## config.mk

```make
export PLATFORM = sky130hd
export DESIGN_NAME = dual_reload_timer
export DESIGN_NICKNAME = d
export VERILOG_FILES = /design/src/rtl/dtmr_pkg.sv /design/src/rtl/dtmr_regs.sv /design/src/rtl/dtmr_lane.sv /design/src/rtl/dtmr_wave.sv /design/src/rtl/dual_reload_timer.sv
export SDC_FILE = /design/constraint.sdc
export NUM_CORES = 1
export LEC_CHECK = 0
export BUFFER_PORTS_ARGS = -buffer_cell sky130_fd_sc_hd__clkbuf_2
export CORE_UTILIZATION = 56
export CTS_BUF_LIST = sky130_fd_sc_hd__clkbuf_4 sky130_fd_sc_hd__clkbuf_8
export CTS_CLUSTER_DIAMETER = 150
export DETAILED_ROUTE_END_ITERATION = 7
export PLACE_DENSITY = 0.79
export SYNTH_ARGS = -nofsm -noshare
export SYNTH_HDL_FRONTEND = slang
export SYNTH_HIERARCHICAL = 1
export SYNTH_SLANG_ARGS = --single-unit
```

## constraint.sdc

```tcl
create_clock -name clk -period 2.8 [get_ports clk]
set_input_delay 0.14 -clock clk [delete_from_list [all_inputs] [get_ports clk]]
set_output_delay 0.14 -clock clk [all_outputs]
set_load 0.005 [all_outputs]
```

## src/rtl/dtmr_pkg.sv

```systemverilog
package dtmr_pkg;

    localparam int DW  = 8;
    localparam int NCH = 2;
    localparam int AW  = 3;

    typedef logic [DW-1:0] byte_t;

    // register addresses
    localparam logic [AW-1:0] A_CTL0 = 3'd0;
    localparam logic [AW-1:0] A_CTL1 = 3'd1;
    localparam logic [AW-1:0] A_REL0 = 3'd2;
    localparam logic [AW-1:0] A_REL1 = 3'd3;
    localparam logic [AW-1:0] A_CMP0 = 3'd4;
    localparam logic [AW-1:0] A_CMP1 = 3'd5;
    localparam logic [AW-1:0] A_CNT0 = 3'd6;
    localparam logic [AW-1:0] A_CNT1 = 3'd7;

    // control byte fields
    localparam int B_RUN  = 0;
    localparam int B_PSET = 1;
    localparam int B_WIDE = 2;

    localparam byte_t RELOAD_RST = '1;
    localparam byte_t CMP_RST    = '0;
    localparam byte_t CNT_RST    = '1;

    // per-lane step command
    typedef struct packed {
        logic load;   // preset from reload byte
        logic dec;    // take a counting step
        logic wrap;   // counting step refills instead of decrementing
    } lane_ctl_t;

    function automatic logic is_zero(input byte_t v);
        return v == '0;
    endfunction

endpackage

```

## src/rtl/dtmr_regs.sv

```systemverilog
module dtmr_regs
    import dtmr_pkg::*;
(
    input  logic                 clk,
    input  logic                 rst,
    input  logic                 wr_en,
    input  logic [AW-1:0]        wr_addr,
    input  logic [DW-1:0]        wr_data,
    input  logic [AW-1:0]        rd_addr,
    output logic [DW-1:0]        rd_data,
    input  byte_t [NCH-1:0]      cnt_i,
    output byte_t [NCH-1:0]      rel_o,
    output byte_t [NCH-1:0]      cmp_o,
    output logic  [NCH-1:0]      run_o,
    output logic  [NCH-1:0]      preset_o,
    output logic                 wide_o
);

    logic [NCH-1:0] ctl_wr;
    logic           wide_q;
    logic           wide_next;

    assign wide_next = (wr_en && wr_addr == A_CTL0) ? wr_data[B_WIDE] : wide_q;

    always_ff @(posedge clk) begin
        if (rst) wide_q <= 1'b0;
        else     wide_q <= wide_next;
    end

    genvar k;
    generate
        for (k = 0; k < NCH; k++) begin : g_ch
            localparam logic [AW-1:0] CTL_A = A_CTL0 + AW'(k);
            localparam logic [AW-1:0] REL_A = A_REL0 + AW'(k);
            localparam logic [AW-1:0] CMP_A = A_CMP0 + AW'(k);

            assign ctl_wr[k] = wr_en && (wr_addr == CTL_A);

            always_ff @(posedge clk) begin
                if (rst) begin
                    rel_o[k] <= RELOAD_RST;
                    cmp_o[k] <= CMP_RST;
                end else begin
                    if (wr_en && wr_addr == REL_A) rel_o[k] <= wr_data;
                    if (wr_en && wr_addr == CMP_A) cmp_o[k] <= wr_data;
                end
            end

            if (k == 0) begin : g_lead
                assign preset_o[k] = ctl_wr[k] && wr_data[B_PSET];
                always_ff @(posedge clk) begin
                    if (rst)            run_o[k] <= 1'b0;
                    else if (ctl_wr[k]) run_o[k] <= wr_data[B_RUN];
                end
            end else begin : g_follow
                assign preset_o[k] = ctl_wr[k] && wr_data[B_PSET] && !wide_q;
                always_ff @(posedge clk) begin
                    if (rst)            run_o[k] <= 1'b0;
                    else if (wide_next) run_o[k] <= 1'b0;
                    else if (ctl_wr[k]) run_o[k] <= wr_data[B_RUN];
                end
            end
        end
    endgenerate

    assign wide_o = wide_q;

    always_comb begin
        rd_data = '0;
        case (rd_addr)
            A_CTL0: begin
                rd_data[B_RUN]  = run_o[0];
                rd_data[B_WIDE] = wide_q;
            end
            A_CTL1: rd_data[B_RUN] = run_o[1];
            A_REL0: rd_data = rel_o[0];
            A_REL1: rd_data = rel_o[1];
            A_CMP0: rd_data = cmp_o[0];
            A_CMP1: rd_data = cmp_o[1];
            A_CNT0: rd_data = cnt_i[0];
            default: rd_data = cnt_i[1];
        endcase
    end

    AST_PSET_READS_ZERO: assert property (@(posedge clk) disable iff (rst)
        (rd_addr == A_CTL0 || rd_addr == A_CTL1) |-> !rd_data[B_PSET]);
    AST_WIDE_RUN1_LOW: assert property (@(posedge clk) disable iff (rst)
        wide_q |-> !run_o[1]);

endmodule

```

## src/rtl/dtmr_lane.sv

```systemverilog
module dtmr_lane
    import dtmr_pkg::*;
(
    input  logic      clk,
    input  logic      rst,
    input  lane_ctl_t ctl,
    input  byte_t     rel,
    output byte_t     cnt_o,
    output logic      zero_o,
    output logic      reload_evt_o
);

    byte_t cnt_q;

    always_ff @(posedge clk) begin
        if (rst)           cnt_q <= CNT_RST;
        else if (ctl.load) cnt_q <= rel;
        else if (ctl.dec)  cnt_q <= ctl.wrap ? rel : cnt_q - 1'b1;
    end

    assign cnt_o        = cnt_q;
    assign zero_o       = is_zero(cnt_q);
    assign reload_evt_o = ctl.load | (ctl.dec & ctl.wrap);

    AST_IDLE_HOLD: assert property (@(posedge clk) disable iff (rst)
        (!ctl.load && !ctl.dec) |=> $stable(cnt_q));

endmodule

```

## src/rtl/dtmr_wave.sv

```systemverilog
module dtmr_wave (
    input  logic clk,
    input  logic rst,
    input  logic en,
    input  logic match,
    input  logic reload_evt,
    output logic irq_o,
    output logic tout_o
);

    logic match_d;

    always_ff @(posedge clk) begin
        if (rst) begin
            match_d <= 1'b0;
            tout_o  <= 1'b0;
        end else begin
            match_d <= match;
            if (!en)             tout_o <= 1'b0;
            else if (reload_evt) tout_o <= 1'b1;
            else if (match)      tout_o <= 1'b0;
        end
    end

    assign irq_o = en && match && !match_d;

    AST_IRQ_SINGLE: assert property (@(posedge clk) disable iff (rst)
        irq_o |=> !irq_o);
    AST_TOUT_ON_RELOAD: assert property (@(posedge clk) disable iff (rst)
        (en && reload_evt) |=> tout_o);

endmodule

```

## src/rtl/dual_reload_timer.sv

```systemverilog
module dual_reload_timer
    import dtmr_pkg::*;
(
    input  logic          clk,
    input  logic          rst,
    input  logic          wr_en,
    input  logic [2:0]    wr_addr,
    input  logic [7:0]    wr_data,
    input  logic [2:0]    rd_addr,
    output logic [7:0]    rd_data,
    input  logic          tick0,
    input  logic          tick1,
    output logic          irq0,
    output logic          irq1,
    output logic          tout0,
    output logic          tout1
);

    byte_t [NCH-1:0]     cnt;
    byte_t [NCH-1:0]     rel;
    byte_t [NCH-1:0]     cmp;
    logic  [NCH-1:0]     run;
    logic  [NCH-1:0]     preset;
    logic  [NCH-1:0]     zero;
    logic  [NCH-1:0]     reload_evt;
    logic  [NCH-1:0]     match;
    logic  [NCH-1:0]     wave_en;
    logic  [NCH-1:0]     irq_v;
    logic  [NCH-1:0]     tout_v;
    logic  [NCH-1:0]     tick_v;
    lane_ctl_t [NCH-1:0] ctl;
    logic                wide;

    assign tick_v = {tick1, tick0};

    dtmr_regs u_regs (
        .clk      (clk),
        .rst      (rst),
        .wr_en    (wr_en),
        .wr_addr  (wr_addr),
        .wr_data  (wr_data),
        .rd_addr  (rd_addr),
        .rd_data  (rd_data),
        .cnt_i    (cnt),
        .rel_o    (rel),
        .cmp_o    (cmp),
        .run_o    (run),
        .preset_o (preset),
        .wide_o   (wide)
    );

    // step commands: independent bytes, or one 16-bit value with borrow
    always_comb begin
        for (int k = 0; k < NCH; k++) begin
            ctl[k].load = preset[k];
            ctl[k].dec  = run[k] & tick_v[k];
            ctl[k].wrap = zero[k];
        end
        if (wide) begin
            ctl[1].load = preset[0];
            ctl[1].dec  = run[0] & tick_v[0] & zero[0];
            ctl[0].wrap = zero[0] & zero[1];
            ctl[1].wrap = zero[0] & zero[1];
        end
    end

    assign match[0] = wide ? ({cnt[1], cnt[0]} == {cmp[1], cmp[0]}) : (cnt[0] == cmp[0]);
    assign match[1] = !wide && (cnt[1] == cmp[1]);

    genvar k;
    generate
        for (k = 0; k < NCH; k++) begin : g_ch
            if (k == 0) begin : g_en_lead
                assign wave_en[k] = 1'b1;
            end else begin : g_en_follow
                assign wave_en[k] = !wide;
            end

            dtmr_lane u_lane (
                .clk          (clk),
                .rst          (rst),
                .ctl          (ctl[k]),
                .rel          (rel[k]),
                .cnt_o        (cnt[k]),
                .zero_o       (zero[k]),
                .reload_evt_o (reload_evt[k])
            );

            dtmr_wave u_wave (
                .clk        (clk),
                .rst        (rst),
                .en         (wave_en[k]),
                .match      (match[k]),
                .reload_evt (reload_evt[k]),
                .irq_o      (irq_v[k]),
                .tout_o     (tout_v[k])
            );
        end
    endgenerate

    assign irq0  = irq_v[0];
    assign irq1  = irq_v[1];
    assign tout0 = tout_v[0];
    assign tout1 = tout_v[1];

    AST_STOP_FREEZE: assert property (@(posedge clk) disable iff (rst)
        (!run[0] && !preset[0]) |=> $stable(cnt[0]));
    AST_WIDE_CH1_QUIET: assert property (@(posedge clk) disable iff (rst)
        wide |-> !irq1);
    AST_WIDE_TOUT1_LOW: assert property (@(posedge clk) disable iff (rst)
        (wide && $past(wide)) |-> !tout1);
    AST_WIDE_PRESET_HIGH: assert property (@(posedge clk) disable iff (rst)
        (wide && preset[0]) |=> (cnt[1] == $past(rel[1])));

endmodule

```

==> flow_summary.json, run 1 <==
{
  "power_leakage_nw": 1.431,
  "synth_edf_count": 0,
  "crit_slowest_cell": "or4_4",
  "synthCells": 405,
  "antenna_cells": 0,
  "gp_congestion": 0.8606,
  "cpPeakStageDelay_ns": 0.55,
  "worst-slew-pin-transition_ns": 1.128,
  "postCtsHoldBufs": 0,
  "slew_violations": 0,
  "hp-class": "input port to flip-flop",
  "ys_top_cells_by_area": "dfxtp_1, nand2_1, a21oi_1",
  "worstSetupStartpointType": "flip-flop",
  "cts-root-buf": "clkbuf_8",
  "drt_pass1_iterations": 5,
  "crit_chain": "or4_4 -> nor4b_2 -> nand3_1 -> o21ai_0 -> or3b_2 -> or4_1 -> nand3_1",
  "ant_nets": 0,
  "setup-violations-final": 0,
  "synth_cell_type_count": 58,
  "vias": 3158,
  "yosys_warnings": 6,
  "grt_pass1_wl_um": 14420,
  "synth-main-ff-cell": "dfxtp_1",
  "syn-mean-instance-area_um2": 8.159,
  "drive_gt1_frac": 0.1515,
  "grt_usage": 0.3002,
  "syn-cell-area_um2": 3304,
  "setup_tns_ns": 0,
  "drt_iter0_markers": 457,
  "final_common_cell": "nand2_1",
  "relSlewSlack": 0.2479,
  "dpl.cell_count": 493,
  "num_rows": 27,
  "power.density_nw_per_um2": 411.6,
  "period_needed_ns": 2.589,
  "coreArea_um2": 5608,
  "cp.arrival_ns": 2.86,
  "cap_violations": 0,
  "clk_latency_ns": 0.32,
  "synthArstFlopShare": 0,
  "layout.nets": 451,
  "cts.sinks": 55,
  "ys_seq_area_frac": 0.3332,
  "max_freq_ghz": 0.3863,
  "finalClockSkew_ns": 0.002623,
  "final_hold_viol_count": 0,
  "crit_fanout": 3,
  "port_buffers": 30,
  "cts_buffers": 5,
  "timing_worst_setup_path_type": "flip-flop to flip-flop",
  "rsz0062_at_grt": "false",
  "chipWidth_um": 78.82,
  "endpoint_kind": "flip-flop",
  "initial_core_util": 0.5892,
  "status": "completed",
  "avgViaCountPerCell": 6.303,
  "instances_no_fill": 501,
  "yosys.area.top_type": "dfxtp_1",
  "cts_buffer_depth": 2,
  "cp_data_required_time_ns": 3.07,
  "cpMostUsedCell": "nand3_1",
  "grt_max_degree": 58,
  "final_cell_mix": "nand2_1, dfxtp_1, clkbuf_2, a21oi_1, nor2_1",
  "final_core_util": 0.6432,
  "dieArea_um2": 6212,
  "layout-area-overhead-vs-synth_pct": 9.163,
  "num_io_pins": 31,
  "die_h_um": 78.82,
  "cts_max_level": 2,
  "ir_drop_mv": 0.3897,
  "tritoncts": "done",
  "synth_top_area_share": 0.3332,
  "hpwlAfterDp_um": 6396,
  "antenna_found_initial": 0,
  "first_global_vias": 2912,
  "route.detailed.drc": 0,
  "cts_setup_buffers": 0,
  "routedWlPerCell_um": 17.77,
  "wl_um": 8901,
  "clkTransAtPathRegs_ns": 0.10,
  "finalCritPeriodShare": 0.9245,
  "ys_ff_latch": 55,
  "grt-ovfl-total": 0
}
-- layer usage --
layer  share of wire  vias up  wire length (um)  GRT usage
met3           0.078       14               693    0.06092
met1            0.45     1501              4030     0.4104
met4           0.015        0               136    0.09818
met5               0        -                 0          0
li1                -     1510                 -          -
met2            0.45      133              4041     0.4722
-- Yosys cell counts, types with 4 or more instances --
cell type,n
a211o_1,8
a21oi_1,26
a221oi_1,11
a22oi_1,5
buf_2,8
clkbuf_1,10
dfxtp_1,55
ha_1,4
inv_1,7
mux2_1,5
mux2i_1,11
nand2_1,59
nand2b_1,5
nand3_1,12
nand3b_1,12
nor2_1,24
nor2b_1,20
nor3_1,6
nor3b_1,7
o211ai_1,4
o21ai_0,9
o21ai_1,10
o21bai_1,6
or2_2,4
or3_1,4
or3b_2,4
or4_1,4
xnor2_1,8
xor2_1,8
-- cell type report --
| type | instances | area, um^2 |
|---|---|---|
| multi-input cells | 321 | 2079 |
| fillers | 536 | 2001 |
| flip-flops and latches | 55 | 1101 |
| repair buffers | 38 | 210.2 |
| well taps | 72 | 90.09 |
| clock buffers | 6 | 82.58 |
| inverters | 7 | 26.28 |
| clock inverters | 2 | 17.52 |
-- logic make-up after synthesis --
logic type      count (synthesis)  synth area share
xor+xnor                       16           0.04241
simple gates                  183            0.3063
flops                          55            0.3332
mux                            18           0.06058
fa+ha+maj                       4           0.01515
buf+inv                        30           0.04052
compound gates                 98            0.2007
other cells                     1          0.001135
-- repair_timing --
item | CTS | global route
endpoints found under the setup margin | 0 | 1
hold endpoints to repair | 0 | 0
gates resized for setup | 0 | 1
-- registers in the layout (all words and copies together), names as in the netlist --
| name | count |
|---|---|
| g_ch.u_lane/cnt_o | 16 |
| u_regs/cmp_o | 16 |
| u_regs/rel_o | 16 |
| g_ch.u_wave/match_d | 2 |
| g_ch.u_wave/tout_o | 2 |
| u_regs/run_o | 2 |
| u_regs/wide_o | 1 |
-- worst paths after layout --
path / from / end / slack (ns) / cells past startpoint
worst max-delay path: g_ch[0].u_lane/cnt_o[3] / g_ch[1].u_lane/cnt_o[7] / 0.21 / 7
worst min-delay path: wr_data[3] / u_regs/rel_o[3] / 0.09 / 2
worst max register to register: g_ch[0].u_lane/cnt_o[3] / g_ch[1].u_lane/cnt_o[7] / 0.21 / 7
worst min register to register: u_regs/cmp_o[1] / u_regs/cmp_o[1] / 0.50 / 2
-- report_power, final --
group,total (mW),leakage (nW),internal (mW),switching [mW]
logic,0.172,0.932,0.0715,0.101
registers,0.822,0.447,0.799,0.0225
clock network,0.491,0.0522,0.208,0.283
-- critical path: cells and delay by family, from the launching register on --
kind	cells	cell delay (ns)
AND/OR/NAND/NOR	6	2.07
flip-flops	1	0.33
AO/OA/AOI/OAI	1	0.15
-- metrics by stage --
| step | hold slack, ns | worst slack [ns] | total power [mW] | cell area [um^2] |
|---|---|---|---|---|
| 3_3_place_gp | 0.4269 | 0.1832 | 1.003 | 3501 |
| 3_5_place_dp | 0.4279 | 0.1116 | 1.007 | 3501 |
| 6_report | 0.09386 | 0.2114 | 1.485 | 3607 |
| 4_1_cts | 0.08672 | 0.08061 | 1.489 | 3601 |
| 5_1_grt | 0.08898 | 0.1005 | 1.538 | 3607 |
| 2_1_floorplan | 0.2116 | 0.09362 | 0.9454 | 3308 |
Note: power is estimated with default switching activity, not from simulation.
==> run 2, diff against run 1 <==
--- a/config.mk
+++ b/config.mk
@@ -6,11 +6,13 @@
 export NUM_CORES = 1
 export LEC_CHECK = 0
 export BUFFER_PORTS_ARGS = -buffer_cell sky130_fd_sc_hd__clkbuf_2
-export CORE_UTILIZATION = 56
+export CELL_PAD_IN_SITES_DETAIL_PLACEMENT = 1
+export CELL_PAD_IN_SITES_GLOBAL_PLACEMENT = 2
+export CORE_UTILIZATION = 33
 export CTS_BUF_LIST = sky130_fd_sc_hd__clkbuf_4 sky130_fd_sc_hd__clkbuf_8
 export CTS_CLUSTER_DIAMETER = 150
 export DETAILED_ROUTE_END_ITERATION = 7
-export PLACE_DENSITY = 0.79
+export PLACE_DENSITY_LB_ADDON = 0.1
 export SYNTH_ARGS = -nofsm -noshare
 export SYNTH_HDL_FRONTEND = slang
 export SYNTH_HIERARCHICAL = 1
==> run 2 against run 1 <==
  * Combinational power up 6%
  * Final cell count grew 13%
  * Sequential share of layout area is 0.86 points lower
  * Global-route usage decreased by 7.8 points
  * Sequential power barely moved
  * Critical path type unchanged
  * Largest cell class unchanged
==> flow_summary.json, run 2 (synthesis results as in run 1) <==
{
  "regToRegStartpoint": "g_ch[0].u_lane/cnt_o[3]",
  "cts-root-buf": "clkbuf_8",
  "crit_start": "g_ch[0].u_lane/cnt_o[3]",
  "ir_drop_mv": 0.2180,
  "timing_worst_setup_path_type": "flip-flop to flip-flop",
  "drt_pass1_iterations": 4,
  "holdPathEnd": "u_regs/cmp_o[6]",
  "routedWlPerCell_um": 19.33,
  "power.density_nw_per_um2": 400.5,
  "reg2regPathDepth": 7,
  "avgViaCountPerCell": 5.430,
  "cp.arrival_ns": 2.89,
  "grt-ovfl-total": 0,
  "tritoncts": "done",
  "vias": 3079,
  "final_common_cell": "nand2_1",
  "instances_no_fill": 567,
  "cts_buffers": 5,
  "num_rows": 36,
  "endpoint_kind": "flip-flop",
  "period_needed_ns": 2.620,
  "num_io_pins": 31,
  "layout-area-overhead-vs-synth_pct": 12.34,
  "wl_um": 10960,
  "crit_slowest_cell": "or4_4",
  "min_path_cells": 3,
  "relSlewSlack": 0.5815,
  "cap_violations": 0,
  "cts_max_level": 2,
  "placed_area_um2": 3615,
  "slew_violations": 0,
  "final_cell_mix": "nand2_1, dfxtp_1, clkbuf_2, a21oi_1, nor2_1",
  "status": "completed",
  "die_h_um": 102.1,
  "drive_gt1_frac": 0.1613,
  "clk_latency_ns": 0.32,
  "cpMostUsedCell": "nand3_1",
  "worstSetupStartpointType": "flip-flop",
  "pwr-share-clk": 0.325,
  "pwr-share-comb": 0.122,
  "final_hold_viol_count": 0,
  "antenna_cells": 0,
  "pwr-share-seq": 0.553,
  "cts_buffer_depth": 2,
  "antenna_found_initial": 0,
  "cpLargestDelayFamily": "simple AND/OR/NAND/NOR gates",
  "r2r_end": "g_ch[1].u_lane/cnt_o[7]",
  "clkTransAtPathRegs_ns": 0.11,
  "cp_data_required_time_ns": 3.07,
  "dpl.cell_count": 559,
  "max_freq_ghz": 0.3816,
  "p_int_mw": 1.055,
  "route.detailed.drc": 0,
  "grt_usage": 0.2220,
  "first_global_vias": 3007,
  "chipWidth_um": 102.1,
  "cpPeakStageDelay_ns": 0.55,
  "r2r_slack_ns": 0.18,
  "final_area_um2": 3712,
  "power_leakage_nw": 1.448,
  "crit_chain": "or4_4 -> nor4b_2 -> nand3_1 -> o21ai_0 -> or3b_2 -> or4_1 -> nand3_1",
  "p_sw_frac": 0.2907,
  "gp_congestion": 0.7733,
  "initial_core_util": 0.3396,
  "coreArea_um2": 9729,
  "worst-slew-pin-transition_ns": 0.6255,
  "setup-violations-final": 0,
  "dieArea_um2": 10420,
  "crit_fanout": 3,
  "layout.nets": 456,
  "hpwlAfterDp_um": 8345,
  "hp-class": "input port to flip-flop",
  "ant_nets": 0,
  "hold_path_startpoint": "wr_data[6]",
  "port_buffers": 30,
  "final_core_util": 0.3816,
  "grt_max_degree": 36,
  "finalClockSkew_ns": 0.006240,
  "grt_pass1_wl_um": 17240,
  "drt_iter0_markers": 116,
  "setup_tns_ns": 0,
  "finalCritPeriodShare": 0.9359,
  "rsz0062_at_grt": "false",
  "switchingPower_uw": 432.2,
  "postCtsHoldBufs": 0,
  "num-fill-cells": 1202,
  "cts.sinks": 55,
  "critPathBufInv": 0
}
[run 2: cell count changes in the layout (fill, tap and decap cells not counted)]
cell / delta
clkinv_2: +1
clkbuf_8: -1
buf_4: +5
[run 2: how the worst max path moves through the flow]
stage / to / depth (start not counted)
final: g_ch[1].u_lane/cnt_o[7] / 7
after global routing: g_ch[1].u_lane/cnt_o[0] / 6
after CTS: g_ch[1].u_lane/cnt_o[7] / 7
after detailed placement: g_ch[1].u_lane/cnt_o[7] / 7
after global placement: g_ch[1].u_lane/cnt_o[7] / 7
after floorplan: g_ch[1].u_lane/cnt_o[7] / 7
[run 2: power by group through the flow]
stage | Sequential, mW | Clock, mW | Combinational, mW
CTS | 0.822 | 0.501 | 0.183
detailed placement | 0.840 | 0 | 0.182
floorplan | 0.829 | 0 | 0.116
finish | 0.822 | 0.483 | 0.182
global placement | 0.839 | 0 | 0.180
global route | 0.824 | 0.535 | 0.202
[run 2: repair_timing]
item	CTS	global route
resized for setup	1	0
buffers inserted	0	0
setup endpoints to repair	1	0
[run 2: metrics by stage]
stage	setup WS [ns]	total power [mW]	hold slack (ns)
global placement	0.1506	1.019	0.4316
detailed placement	0.01735	1.022	0.4331
global route	0.01882	1.561	0.09363
CTS	0.1782	1.506	0.08630
floorplan	0.09362	0.9454	0.2116
finish	0.1796	1.487	0.09642
[run 2: layout make-up]
cell class / count / area [um^2] / share of cell area
Multi-Input combinational cell: 321 / 2079 / 0.5602
Timing Repair Buffer: 43 / 247.7 / 0.06673
Sequential cell: 55 / 1101 / 0.2966
Inverter: 7 / 26.28 / 0.007078
Tap cell: 133 / 166.4 / 0.04483
Clock inverter: 3 / 22.52 / 0.006067
Clock buffer: 5 / 68.82 / 0.01854
[run 2: per-layer routing]
metal | vias to the layer above | global-route usage | wire (um) | part of all wire
met3 | 6 | 0.02531 | 193 | 0.018
met1 | 1515 | 0.3208 | 5672 | 0.52
met2 | 46 | 0.3557 | 4982 | 0.45
met4 | 0 | 0.04396 | 110 | 0.010
met5 | - | 0 | 0 | 0
li1 | 1512 | - | - | -
[run 2: worst reg2reg max path: stages (launching register included)]
cell	delay [ns]
dfxtp_1	0.33
or4_4	0.55
nor4b_2	0.41
nand3_1	0.11
o21ai_0	0.12
or3b_2	0.47
or4_1	0.48
nand3_1	0.09
==> run 3, diff against run 2 <==
--- a/config.mk
+++ b/config.mk
@@ -5,10 +5,11 @@
 export SDC_FILE = /design/constraint.sdc
 export NUM_CORES = 1
 export LEC_CHECK = 0
+export ABC_AREA = 1
 export BUFFER_PORTS_ARGS = -buffer_cell sky130_fd_sc_hd__clkbuf_2
 export CELL_PAD_IN_SITES_DETAIL_PLACEMENT = 1
 export CELL_PAD_IN_SITES_GLOBAL_PLACEMENT = 2
-export CORE_UTILIZATION = 33
+export CORE_UTILIZATION = 30
 export CTS_BUF_LIST = sky130_fd_sc_hd__clkbuf_4 sky130_fd_sc_hd__clkbuf_8
 export CTS_CLUSTER_DIAMETER = 150
 export DETAILED_ROUTE_END_ITERATION = 7
==> run 3 against run 2 <==
  * Synthesized area grew 2.5%
  * Sequential cell count is the same
  * Global-route usage shrank 0.94 points
  * Wire length grew 6.2%
  * Clock skew grew 0.011 ns
  * First-iteration DRC count grew 16%
  * Largest power group unchanged
  * Hold slack lost 0.0025 ns
==> flow_summary.json, run 3 <==
{
  "cpLargestDelayFamily": "simple AND/OR/NAND/NOR gates",
  "synth.most_common_cell": "nand2_1",
  "layout-area-overhead-vs-synth_pct": 10.45,
  "grt_max_degree": 28,
  "yosys_warnings": 6,
  "wl_um": 11640,
  "final_cell_mix": "nand2_1, nor2_1, dfxtp_1, nand3_1, inv_1",
  "coreArea_um2": 10940,
  "met3_usage": 0.04039,
  "ys_top_cells_by_area": "dfxtp_1, nand2_1, nor2_1",
  "num_io_pins": 31,
  "drive_gt1_frac": 0.1457,
  "instances_no_fill": 696,
  "num-fill-cells": 1469,
  "ant_nets": 0,
  "post_cts_resized": 0,
  "busiest_layer": "met2",
  "clkTransAtPathRegs_ns": 0.12,
  "gp_congestion": 0.8121,
  "grt_pass1_wl_um": 18260,
  "cts_max_level": 2,
  "synthArstFlopShare": 0,
  "ys_ff_latch": 55,
  "hp-class": "input port to flip-flop",
  "hpwlAfterDp_um": 9172,
  "cts_buffer_depth": 2,
  "syn-cell-area_um2": 3388,
  "yosys.area.top_type": "dfxtp_1",
  "finalClockSkew_ns": 0.01757,
  "grt-ovfl-total": 0,
  "grt_usage": 0.2126,
  "final_hold_viol_count": 0,
  "postCtsHoldBufs": 0,
  "route.detailed.drc": 0,
  "cts.sinks": 55,
  "finalCritPeriodShare": 0.7061,
  "cp_data_required_time_ns": 3.02,
  "timing_worst_setup_path_type": "flip-flop to flip-flop",
  "endpoint_kind": "flip-flop",
  "layout.nets": 578,
  "vias": 3397,
  "max_freq_ghz": 0.5058,
  "dpl.cell_count": 688,
  "synth_cell_type_count": 29,
  "setup-violations-final": 0,
  "cts_buffers": 5,
  "synthTopCellsByCount": "nand2_1, nor2_1, dfxtp_1, nand3_1, inv_1",
  "crit_slowest_cell": "dfxtp_1",
  "tritoncts": "done",
  "cpPeakStageDelay_ns": 0.45,
  "port_buffers": 30,
  "num_rows": 38,
  "cp.arrival_ns": 2.20,
  "synth-main-ff-cell": "dfxtp_1",
  "rsz0062_at_grt": "false",
  "worstSetupStartpointType": "flip-flop",
  "final_common_cell": "nand2_1",
  "drt_iter0_markers": 135,
  "critPathBufInv": 3,
  "antenna_cells": 0,
  "power_leakage_nw": 1.820,
  "avgViaCountPerCell": 4.881,
  "ir_drop_mv": 0.3450,
  "drt_pass1_iterations": 5,
  "relSlewSlack": 0.5123,
  "status": "completed",
  "cts-root-buf": "clkbuf_8",
  "ys_seq_area_frac": 0.3250,
  "syn-mean-instance-area_um2": 6.429,
  "antenna_found_initial": 0,
  "first_global_vias": 3302,
  "p_total_mw": 1.545,
  "die_h_um": 108.3,
  "crit_fanout": 13,
  "clk_latency_ns": 0.34,
  "period_needed_ns": 1.977,
  "synth_edf_count": 0,
  "routedWlPerCell_um": 16.73,
  "synthCells": 527,
  "chipWidth_um": 108.3,
  "cts_setup_buffers": 0,
  "cap_violations": 0,
  "slew_violations": 0,
  "final_core_util": 0.3422,
  "power.density_nw_per_um2": 412.8,
  "crit_chain": "inv_1 -> ha_1 -> nand3_1 -> nor2_1 -> inv_1 -> a21oi_1 -> nor2_4 -> inv_2 -> nand2_1 -> o21ai_0 -> nand2_1 -> o211ai_2",
  "dieArea_um2": 11720,
  "worst-slew-pin-transition_ns": 0.7307,
  "initial_core_util": 0.3098,
  "met2_usage": 0.3303,
  "setup_tns_ns": 0,
  "grt.met1_usage": 0.3025,
  "synth_top_area_share": 0.3250
}
## run 3: cell count changes in the layout (fill, tap and decap cells not counted), sizes merged, moves of 9 or more
cell,change
nand2,+90
nor2,+64
inv,+53
nand3,+45
nand4,+24
nor2b,-21
o21ai,+16
nand3b,-12
a221oi,-11
mux2i,-11
buf,-9
## run 3: cell families (layout without fill, tap and decap cells)
| kind of cell | Yosys count | in the layout | synth area share |
|---|---|---|---|
| and+or+nand+nor | 321 | 321 | 0.4287 |
| AOI/OAI and AO/OA | 58 | 58 | 0.09933 |
| xor gates and xnor gates | 13 | 13 | 0.03360 |
| DFF | 55 | 55 | 0.3250 |
| buffers and inverters | 75 | 103 | 0.09748 |
| other | 1 | 2 | 0.001107 |
| adders and majority gates | 4 | 4 | 0.01477 |
## run 3: worst paths after layout
path,to,slack (ns),from,cells past startpoint
worst max-delay path,g_ch[0].u_lane/cnt_o[3],0.82,g_ch[1].u_lane/cnt_o[0],12
worst min-delay path,u_regs/rel_o[11],0.09,wr_data[3],3
worst min register to register,g_ch[0].u_wave/tout_o,0.47,g_ch[0].u_wave/tout_o,2
worst max register to register,g_ch[0].u_lane/cnt_o[3],0.82,g_ch[1].u_lane/cnt_o[0],12
## run 3: per-layer routing
| metal | wire, um | vias to the layer above |
|---|---|---|
| li1 | - | 1748 |
| met1 | 5918 | 1577 |
| met2 | 5051 | 62 |
| met3 | 562 | 10 |
| met4 | 112 | 0 |
| met5 | 0 | - |
## run 3: final cells by class
| type | instances | area [um^2] | area share |
|---|---|---|---|
| clock buffers | 5 | 68.82 | 0.01839 |
| clock inverters | 3 | 22.52 | 0.006018 |
| multi-input cells | 398 | 1961 | 0.5239 |
| inverters | 61 | 234.0 | 0.06252 |
| flip-flops and latches | 55 | 1101 | 0.2942 |
| well taps | 140 | 175.2 | 0.04681 |
| repair buffers | 34 | 180.2 | 0.04814 |
## run 3: report_power, final
part           leakage (nW)  switching, mW  internal, mW  total (mW)
clock network        0.0485          0.308         0.180       0.488
registers             0.448         0.0335         0.806       0.840
logic                  1.32          0.143        0.0735       0.217
total                  1.82          0.485          1.06        1.54
## run 3: per-stage QoR
step           setup slack (ns)  hold slack [ns]  area (um^2)
2_1_floorplan             1.225           0.2091         3392
3_3_place_gp             0.8779           0.4538         3651
3_5_place_dp             0.8417           0.4532         3651
4_1_cts                  0.7990          0.08495         3742
5_1_grt                  0.6144          0.08680         3742
6_report                 0.8228          0.09393         3742
## run 3: worst register-to-register path, stage by stage, from the launching register on
cell	delay, ns
dfxtp_1	0.45
inv_1	0.11
ha_1	0.21
nand3_1	0.08
nor2_1	0.05
inv_1	0.07
a21oi_1	0.10
nor2_4	0.32
inv_2	0.13
nand2_1	0.08
o21ai_0	0.08
nand2_1	0.10
o211ai_2	0.07
